==> src/rtl/intc_pkg.sv <==
package intc_pkg;
  localparam int unsigned ADDR_W      = 12;
  localparam int unsigned WORD_W      = 32;
  localparam int unsigned CH_W        = 8;
  localparam int unsigned CTRL_EN_BIT = 31;

  localparam logic [ADDR_W-1:0] CTRL_OFF    = 12'h000;
  localparam logic [ADDR_W-1:0] EN_BASE     = 12'h010;
  localparam logic [ADDR_W-1:0] HALF_STRIDE = 12'h018;
  localparam logic [ADDR_W-1:0] PEND_DELTA  = 12'h004;
  localparam logic [ADDR_W-1:0] FLAG_DELTA  = 12'h008;
  localparam logic [ADDR_W-1:0] MAP_BASE    = 12'h040;

  function automatic logic [ADDR_W-1:0] en_off(int unsigned h);
    return EN_BASE + ADDR_W'(h) * HALF_STRIDE;
  endfunction

  function automatic logic [ADDR_W-1:0] pend_off(int unsigned h);
    return en_off(h) + PEND_DELTA;
  endfunction

  function automatic logic [ADDR_W-1:0] flag_off(int unsigned h);
    return en_off(h) - FLAG_DELTA;
  endfunction
endpackage

==> src/rtl/intc_reg_decode.sv <==
module intc_reg_decode
  import intc_pkg::*;
#(
  parameter int unsigned HALVES    = 2,
  parameter int unsigned MAP_WORDS = 16
) (
  input  logic [ADDR_W-1:0]    addr,
  output logic                 sel_ctrl,
  output logic [HALVES-1:0]    sel_en,
  output logic [HALVES-1:0]    sel_pend,
  output logic [HALVES-1:0]    sel_flag,
  output logic [MAP_WORDS-1:0] sel_map,
  output logic                 hit
);
  assign sel_ctrl = (addr == CTRL_OFF);

  for (genvar h = 0; h < HALVES; h++) begin : g_half
    assign sel_en[h]   = (addr == en_off(h));
    assign sel_pend[h] = (addr == pend_off(h));
    assign sel_flag[h] = (addr == flag_off(h));
  end

  for (genvar w = 0; w < MAP_WORDS; w++) begin : g_map
    assign sel_map[w] = (addr == (MAP_BASE + ADDR_W'(4 * w)));
  end

  assign hit = sel_ctrl | (|sel_en) | (|sel_pend) | (|sel_flag) | (|sel_map);
endmodule

==> src/rtl/intc_src_half.sv <==
module intc_src_half
  import intc_pkg::*;
(
  input  logic              clk,
  input  logic              rst_n,
  input  logic              wr_en,
  input  logic              wr_flag,
  input  logic [WORD_W-1:0] wdata,
  input  logic [WORD_W-1:0] level,
  input  logic [WORD_W-1:0] pulse,
  output logic [WORD_W-1:0] en_q,
  output logic [WORD_W-1:0] flag_q,
  output logic [WORD_W-1:0] pend
);
  logic [WORD_W-1:0] flag_kept;
  logic [WORD_W-1:0] flag_nxt;

  // software may only clear; a new pulse always wins over a clear
  assign flag_kept = wr_flag ? (flag_q & wdata) : flag_q;
  assign flag_nxt  = flag_kept | pulse;
  assign pend      = (level | flag_q) & en_q;

  always_ff @(posedge clk) begin
    if (!rst_n) begin
      en_q   <= '0;
      flag_q <= '0;
    end else begin
      if (wr_en) en_q <= wdata;
      flag_q <= flag_nxt;
    end
  end
endmodule

==> src/rtl/intc_chan_map.sv <==
module intc_chan_map
  import intc_pkg::*;
#(
  parameter int unsigned MAP_WORDS = 16
) (
  input  logic                        clk,
  input  logic                        rst_n,
  input  logic [MAP_WORDS-1:0]        wr_sel,
  input  logic [WORD_W-1:0]           wdata,
  output logic [MAP_WORDS*WORD_W-1:0] words
);
  localparam int unsigned LANES = WORD_W / CH_W;

  function automatic logic [WORD_W-1:0] home_word(int unsigned w);
    logic [WORD_W-1:0] r;
    r = '0;
    for (int unsigned l = 0; l < LANES; l++)
      r[WORD_W-1-l*CH_W -: CH_W] = CH_W'(w * LANES + l);
    return r;
  endfunction

  for (genvar w = 0; w < MAP_WORDS; w++) begin : g_word
    always_ff @(posedge clk) begin
      if (!rst_n)         words[w*WORD_W +: WORD_W] <= home_word(w);
      else if (wr_sel[w]) words[w*WORD_W +: WORD_W] <= wdata;
    end
  end
endmodule

==> src/rtl/apb_intc.sv <==
module apb_intc
  import intc_pkg::*;
#(
  parameter int unsigned N_SRC = 64
) (
  input  logic              pclk,
  input  logic              presetn,
  input  logic              psel,
  input  logic              penable,
  input  logic              pwrite,
  input  logic [ADDR_W-1:0] paddr,
  input  logic [WORD_W-1:0] pwdata,
  output logic [WORD_W-1:0] prdata,
  output logic              pready,
  output logic              pslverr,
  input  logic [N_SRC-1:0]  src_level_i,
  input  logic [N_SRC-1:0]  src_pulse_i,
  output logic              irq_o
);
  localparam int unsigned HALVES    = N_SRC / WORD_W;
  localparam int unsigned MAP_WORDS = N_SRC / (WORD_W / CH_W);

  logic                        access, wr_stb;
  logic                        sel_ctrl, hit;
  logic [HALVES-1:0]           sel_en, sel_pend, sel_flag;
  logic [MAP_WORDS-1:0]        sel_map;
  logic                        ctrl_en_q;
  logic [N_SRC-1:0]            en_all, flag_all, pend_all;
  logic [MAP_WORDS*WORD_W-1:0] map_words;
  logic [WORD_W-1:0]           rd_mux;

  assign access = psel & penable;
  assign wr_stb = access & pwrite;

  intc_reg_decode #(.HALVES(HALVES), .MAP_WORDS(MAP_WORDS)) u_dec (
    .addr(paddr), .sel_ctrl(sel_ctrl), .sel_en(sel_en), .sel_pend(sel_pend),
    .sel_flag(sel_flag), .sel_map(sel_map), .hit(hit)
  );

  always_ff @(posedge pclk) begin
    if (!presetn)              ctrl_en_q <= 1'b0;
    else if (wr_stb & sel_ctrl) ctrl_en_q <= pwdata[CTRL_EN_BIT];
  end

  for (genvar h = 0; h < HALVES; h++) begin : g_half
    intc_src_half u_half (
      .clk(pclk), .rst_n(presetn),
      .wr_en(wr_stb & sel_en[h]), .wr_flag(wr_stb & sel_flag[h]),
      .wdata(pwdata),
      .level(src_level_i[h*WORD_W +: WORD_W]),
      .pulse(src_pulse_i[h*WORD_W +: WORD_W]),
      .en_q(en_all[h*WORD_W +: WORD_W]),
      .flag_q(flag_all[h*WORD_W +: WORD_W]),
      .pend(pend_all[h*WORD_W +: WORD_W])
    );
  end

  intc_chan_map #(.MAP_WORDS(MAP_WORDS)) u_map (
    .clk(pclk), .rst_n(presetn),
    .wr_sel(sel_map & {MAP_WORDS{wr_stb}}),
    .wdata(pwdata), .words(map_words)
  );

  always_comb begin
    rd_mux = '0;
    if (sel_ctrl) rd_mux[CTRL_EN_BIT] = ctrl_en_q;
    for (int h = 0; h < int'(HALVES); h++) begin
      if (sel_en[h])   rd_mux = rd_mux | en_all[h*WORD_W +: WORD_W];
      if (sel_pend[h]) rd_mux = rd_mux | pend_all[h*WORD_W +: WORD_W];
      if (sel_flag[h]) rd_mux = rd_mux | flag_all[h*WORD_W +: WORD_W];
    end
    for (int w = 0; w < int'(MAP_WORDS); w++)
      if (sel_map[w]) rd_mux = rd_mux | map_words[w*WORD_W +: WORD_W];
  end

  assign prdata  = rd_mux;
  assign pready  = 1'b1;
  assign pslverr = access & ~hit;
  assign irq_o   = ctrl_en_q & (|pend_all);
endmodule

==> config.mk <==
export PLATFORM = sky130hd
export DESIGN_NAME = apb_intc
export DESIGN_NICKNAME = d
export VERILOG_FILES = /design/src/rtl/intc_pkg.sv /design/src/rtl/intc_reg_decode.sv /design/src/rtl/intc_src_half.sv /design/src/rtl/intc_chan_map.sv /design/src/rtl/apb_intc.sv
export SDC_FILE = /design/constraint.sdc
export NUM_CORES = 2
export LEC_CHECK = 0
export ABC_AREA = 1
export BUFFER_PORTS_ARGS = -buffer_cell sky130_fd_sc_hd__buf_2
export CELL_PAD_IN_SITES_DETAIL_PLACEMENT = 0
export CELL_PAD_IN_SITES_GLOBAL_PLACEMENT = 1
export CORE_ASPECT_RATIO = 1.25
export CORE_MARGIN = 5
export CORE_UTILIZATION = 39
export CTS_CLUSTER_DIAMETER = 80
export DETAILED_ROUTE_END_ITERATION = 16
export PLACE_DENSITY_LB_ADDON = 0.1
export SLEW_MARGIN = 20
export SYNTH_ARGS = -nofsm -noshare
export SYNTH_HDL_FRONTEND = slang
export SYNTH_HIERARCHICAL = 1
export SYNTH_SLANG_ARGS = --single-unit
==> constraint.sdc <==
create_clock -name pclk -period 1.68 [get_ports pclk]
set_input_delay 0.084 -clock pclk [delete_from_list [all_inputs] [get_ports pclk]]
set_output_delay 0.084 -clock pclk [all_outputs]
set_load 0.05 [all_outputs]
# Yosys cells after proc, flatten, opt, wreduce, memory -nomap -nowiden
# Index checks and enable logic that the tools add are counted.
# classes
bitwise,45
n_reduce_logical,6
eq_ne,22
mux,25
# op_table
op,n
$or 32x32->32,26
$mux 32,24
$eq 12x7->1 const B,16
$and 32x32->32,4
$reduce_or 64->1,1
$eq 12x6->1 const B,3
$eq 12x5->1 const B,2
$and 16x16->16,1
$reduce_or 16->1,1
$eq 12x4->1 const B,1
$logic_not 12->1,1
$and 1x1->1,9
$reduce_or 2->1,3
$or 1x1->1,4
$mux 1,1
$not 1->1,1
# word_totals
wordCells,119
output_inout_bits,35
register_bits,641

# Depth between registers and ports, before layout
# logic_depth
depth_word,46
ltp_mapped,15

# Hierarchy
# Netlist, hierarchy kept.
# modules_own_cells
mod,n_inst,cells_each,seq_area_each_um2,area_each_um2
intc_chan_map,1,2609,10249.8,18894.4
apb_intc,1,1189,20.0,5441.5
intc_src_half,2,337,1281.2,2640.0
intc_reg_decode,1,92,0.0,454.2

# Least setup slack after synthesis
# OpenSTA, ideal clock, no wires.
# synth_timing
path_type,input -> register
startpoint,input port paddr[11]
endpoint,register u_map.words[369]
setup_time_ps,113
stages,14
path_slack_ps,-52
arrival_ps,1619
path_buffers,4
path_cell_list,nor2_1 -> nand2_2 -> inv_2 -> buf_6 -> nand4_4 -> nor2_1 -> buf_2 -> buf_2 -> inv_1 -> nor2_1 -> buf_1 -> nand2_1 -> nand2_1 -> nor2_1
# synth_between
elab_chain_cells,2
# synth_lines
item,line_no,text
start: declaration,apb_intc.sv:11,"input logic [ADDR_W-1:0] paddr,"
$eq 12x7->1,intc_reg_decode.sv:24,assign sel_map[w] = (addr == (MAP_BASE + ADDR_W'(4 * w)));
net sel_map[11],apb_intc.sv:26,logic [MAP_WORDS-1:0] sel_map;
$and 16x16->16,apb_intc.sv:60,".wr_sel(sel_map & {MAP_WORDS{wr_stb}}),"
end signal: indexed assignment,intc_chan_map.sv:24,if (!rst_n) words[w*WORD_W +: WORD_W] <= home_word(w);
end signal: indexed assignment,intc_chan_map.sv:25,else if (wr_sel[w]) words[w*WORD_W +: WORD_W] <= wdata;
end: declaration,intc_chan_map.sv:10,output logic [MAP_WORDS*WORD_W-1:0] words
# The timed path passes the listed nets, and every way through them passes these cells.
# A chain may end at the register's enable or synchronous reset.

# Worst setup path after layout
# layout_timing
startpoint,register g_half[1].u_half.flag_q[15]
endpoint,output port prdata[15]
# layout_between
elab_chain_cells,38
# layout_lines
item,line_no,text
start: declaration,intc_src_half.sv:12,"output logic [WORD_W-1:0] flag_q,"
start signal: assignment,intc_src_half.sv:29,flag_q <= flag_nxt;
$or 32x32->32 (*),intc_src_half.sv:21,assign pend = (level | flag_q) & en_q;
$and 32x32->32 (*),intc_src_half.sv:21,
net pend_all[47],apb_intc.sv:28,"logic [N_SRC-1:0] en_all, flag_all, pend_all;"
$or 32x32->32 (*),apb_intc.sv:69,if (sel_pend[h]) rd_mux = rd_mux | pend_all[h*WORD_W +: WORD_W];
$mux 32 (*),apb_intc.sv:69,
$or 32x32->32,apb_intc.sv:70,if (sel_flag[h]) rd_mux = rd_mux | flag_all[h*WORD_W +: WORD_W];
$mux 32 (*),apb_intc.sv:70,
$or 32x32->32,apb_intc.sv:73,if (sel_map[w]) rd_mux = rd_mux | map_words[w*WORD_W +: WORD_W];
[... 23 more ...],n/a,
$or 32x32->32,apb_intc.sv:73,
$mux 32 (*),apb_intc.sv:73,
$or 32x32->32,apb_intc.sv:73,
$mux 32 (*),apb_intc.sv:73,
$or 32x32->32,apb_intc.sv:73,
$mux 32 (*),apb_intc.sv:73,
$or 32x32->32,apb_intc.sv:73,
$mux 32 (*),apb_intc.sv:73,
end: declaration,apb_intc.sv:13,"output logic [WORD_W-1:0] prdata,"
# Mark *: on every way through the listed nets, which the timed path passes. The rest lies on a longest branch.

==> results.ini <==
[routing]
wl_per_cell_um = 21.6
vias_per_cell = 5.11
drt-total-wl_um = 131000
drc = 0
drt_first_pass_iters = 6
drt_iter0_drc = 2960
ant_nets = 0
vias = 31100

[global_routing]
grt_pass1_wl_um = 188000
grt_busiest_layer = met2
grt_start_max_net_pins = 108
grt_use_met2 = 0.479
use_met3 = 0.0365
met1_usage = 0.426
grt_pass1_vias = 28000
grt_use_total = 0.298
grt_overflow = 0
grt_antenna_before_repair = 1

[sta]
slew_headroom = 0.416
slew_violations = 0
hold_viol = 0
fin_hold_ws_ns = 0.159
finalCritPeriodShare = 1.47
rsz0062_at_grt = yes
setup_viol = 33
tns_ns = -12.85
clock.fmax_mhz = 404
fin_skew_ns = 0
setup_slack_ns = -0.796
min_period_ns = 2.48
tightestPinTransition_ns = 0.875

[synthesis]
yosys_warnings = 6
yosys_most_used_dff = dfxtp_1
yosys-mux-area-fraction = 0
synth-seq-area-share = 0.427
synth_nets = 4741
synth_commonest_cells = 1832 x nand2_1, 784 x nor2_1, 641 x dfxtp_1, 264 x nand3_1, 226 x inv_1
yosys.area.top_type = dfxtp_1
syn_inst = 4564
async_flop_share = 0
synthTopCellsByArea = dfxtp_1 43%, nand2_1 23%, nor2_1 9.8%
avgSynthCellArea_um2 = 6.59
synth_top_family_by_area = simple AND/OR/NAND/NOR gates
synth_edf_count = 0
synthXorXnorAreaFrac = 0
synthAdderAreaFrac = 0
yosysMostFrequentCell = nand2_1
synth_top_area_share = 0.427
ys_ff_latch = 641
synth_simple_gate_area_frac = 0.398
synth_compound_area_frac = 0.0724
syn-cell-area_um2 = 30100
ys_types = 35

[setup_path]
crit_path_max_fanout = 2
worstRegToRegCells = 3
critPathLaunch = g_half[1].u_half/flag_q[15]$_SDFF_PN0_
timing.rr.end = g_half[1].u_half/en_q[15]$_SDFFE_PN0P_
slowest_delay_ns = 0.48
critPathRequiredTime_ns = 1.60
criticalPathCategory = reg2out
regToRegSetupSlack_ns = 0.90
slowest_stage = a211oi_4
crit_path_start_kind = flop
worstPathArrival_ns = 2.39
reg2reg_from = g_half[1].u_half/en_q[15]$_SDFFE_PN0P_
crit_family = compound AO/OA/AOI/OAI gates
end_kind = primary output
critPathBufInv = 1
cp_cell_sequence = o21a_4, nand2_2, nand3_2, a211oi_4, nand4_1, buf_12

[cts]
cts_buffers = 72
clk_path_buf_depth = 3
cts_root_buffer = clkbuf_16
path_clk_slew_ns = 0.06
cts_tree = done
insertion_delay_ns = 0.62
clock-sinks = 641
h-tree-depth = 3

[die]
die_h_um = 320
start_util = 0.395
io_pins = 212
core_area_um2 = 76200
die_x_um = 258
die_area_um2 = 82800
rows = 113

[layout]
finalCoreUtilization = 0.529
seq_area_um2 = 12900
fill_cells = 7599
final_cells = 6075
diodes = 0
fin_area_um2 = 40300
multi_input_area_um2 = 15400
nNetsFinal = 5221
drive_above_1_share = 0.207
syn_to_final_growth_pct = 34.1

[placed_design]
place_congestion = 0.908
io_buffer_count = 210
dp_cells = 5767
place_ws_ns = -0.550
placed_cell_area_um2 = 34600
dp.final_hpwl_um = 86800

[power]
p_leak_nw = 18.5
power_density_nw_per_um2 = 824
vdd_ir_drop_max_mv = 0.680
design_power_total_mw = 33.2

[hold_path]
hp-class = in2reg
holdPathEnd = ctrl_en_q$_SDFFE_PN0P_
hp-start = penable
holdPathStages = 4

[status]
violations = setup timing
status = complete, but fails checks

[run]
cap_violations = 0

[tightest hold or removal path, delay by kind of cell]
family,cells,cell delay (ns)
buffers and inverters,2,0.38
AOI/OAI and AO/OA,1,0.19
and+or+nand+nor,1,0.07
[sequential cells by signal, indices dropped and copies added (netlist names)]
name / cells
g_half.u_half/flag_q: 64
g_half.u_half/en_q: 64
ctrl_en_q: 1
u_map/words: 512
[per-layer routing]
| metal | share of wire | routed length, µm |
|---|---|---|
| met1 | 0.45 | 58800 |
| met5 | 0 | 0 |
| met3 | 0.073 | 9640 |
| met2 | 0.45 | 59700 |
| met4 | 0.025 | 3300 |
[layout by cell type (no fill, tap or decap), types with 7 or more instances in the layout]
master         synthesis  layout
buf_12                 0     139
nand2_4                2      15
nor2_4                 1      48
o21ai_1                8       9
inv_2                 11      13
inv_4                  0       7
nand3_1              264     224
o21a_1                64      61
a21oi_1              156     144
buf_6                 78      42
nand2_2               12      52
nand3_2                2      33
nand3_4                0       9
dfxtp_1              641     602
inv_1                226     211
buf_2                175     166
dlygate4sd3_1          0      97
clkbuf_1              22      18
buf_4                 30     249
nor2_2                 4      28
buf_8                  1      19
o21ai_0               61      57
clkbuf_8               6      13
clkbuf_16              0      83
nor2_1               784     713
clkinv_2               0      15
nand4_1               96      96
a211oi_2               0      11
dfxtp_2                0      39
nand2_1             1832    1776
a21oi_2               17      28
a22o_1                28      26
[where the power goes]
group          total, mW  switching [mW]  internal, mW
sequential          15.4          0.0777          15.3
clock               16.0            6.76          9.23
combinational       1.84            1.14         0.695
total               33.2            7.98          25.2
[cells by family (layout without fill, tap and decap cells)]
group | count (synthesis) | after routing
AOI/OAI and AO/OA | 357 | 357
buffers and inverters | 556 | 1090
DFF | 641 | 641
other | 1 | 1
and+or+nand+nor | 3009 | 3009
[cell type report]
class,count,share of cell area
Clock buffer,106,0.0527
Clock inverter,22,0.00496
Inverter,237,0.0236
Multi-Input combinational cell,3367,0.382
Sequential cell,641,0.319
Tap cell,977,0.0303
Timing Repair Buffer,725,0.187
[how the worst max path moves through the flow]
stage,depth (start not counted),end
floorplan,14,u_map/words[278]$_SDFFE_PN0P_
global placement,12,prdata[15]
detailed placement,12,prdata[15]
CTS,6,prdata[15]
global route,6,prdata[15]
finish,6,prdata[15]
[what timing repair did]
action / CTS / global route
cloned: 4 / 9
pin swaps: 147 / 133
setup endpoints to repair: 33 / 86
setup buffers: 48 / 32
gates resized for setup: 235 / 194
hold buffers: 97 / 0
hold endpoints to repair: 321 / 0
Note: power is estimated with default switching activity, not from simulation.
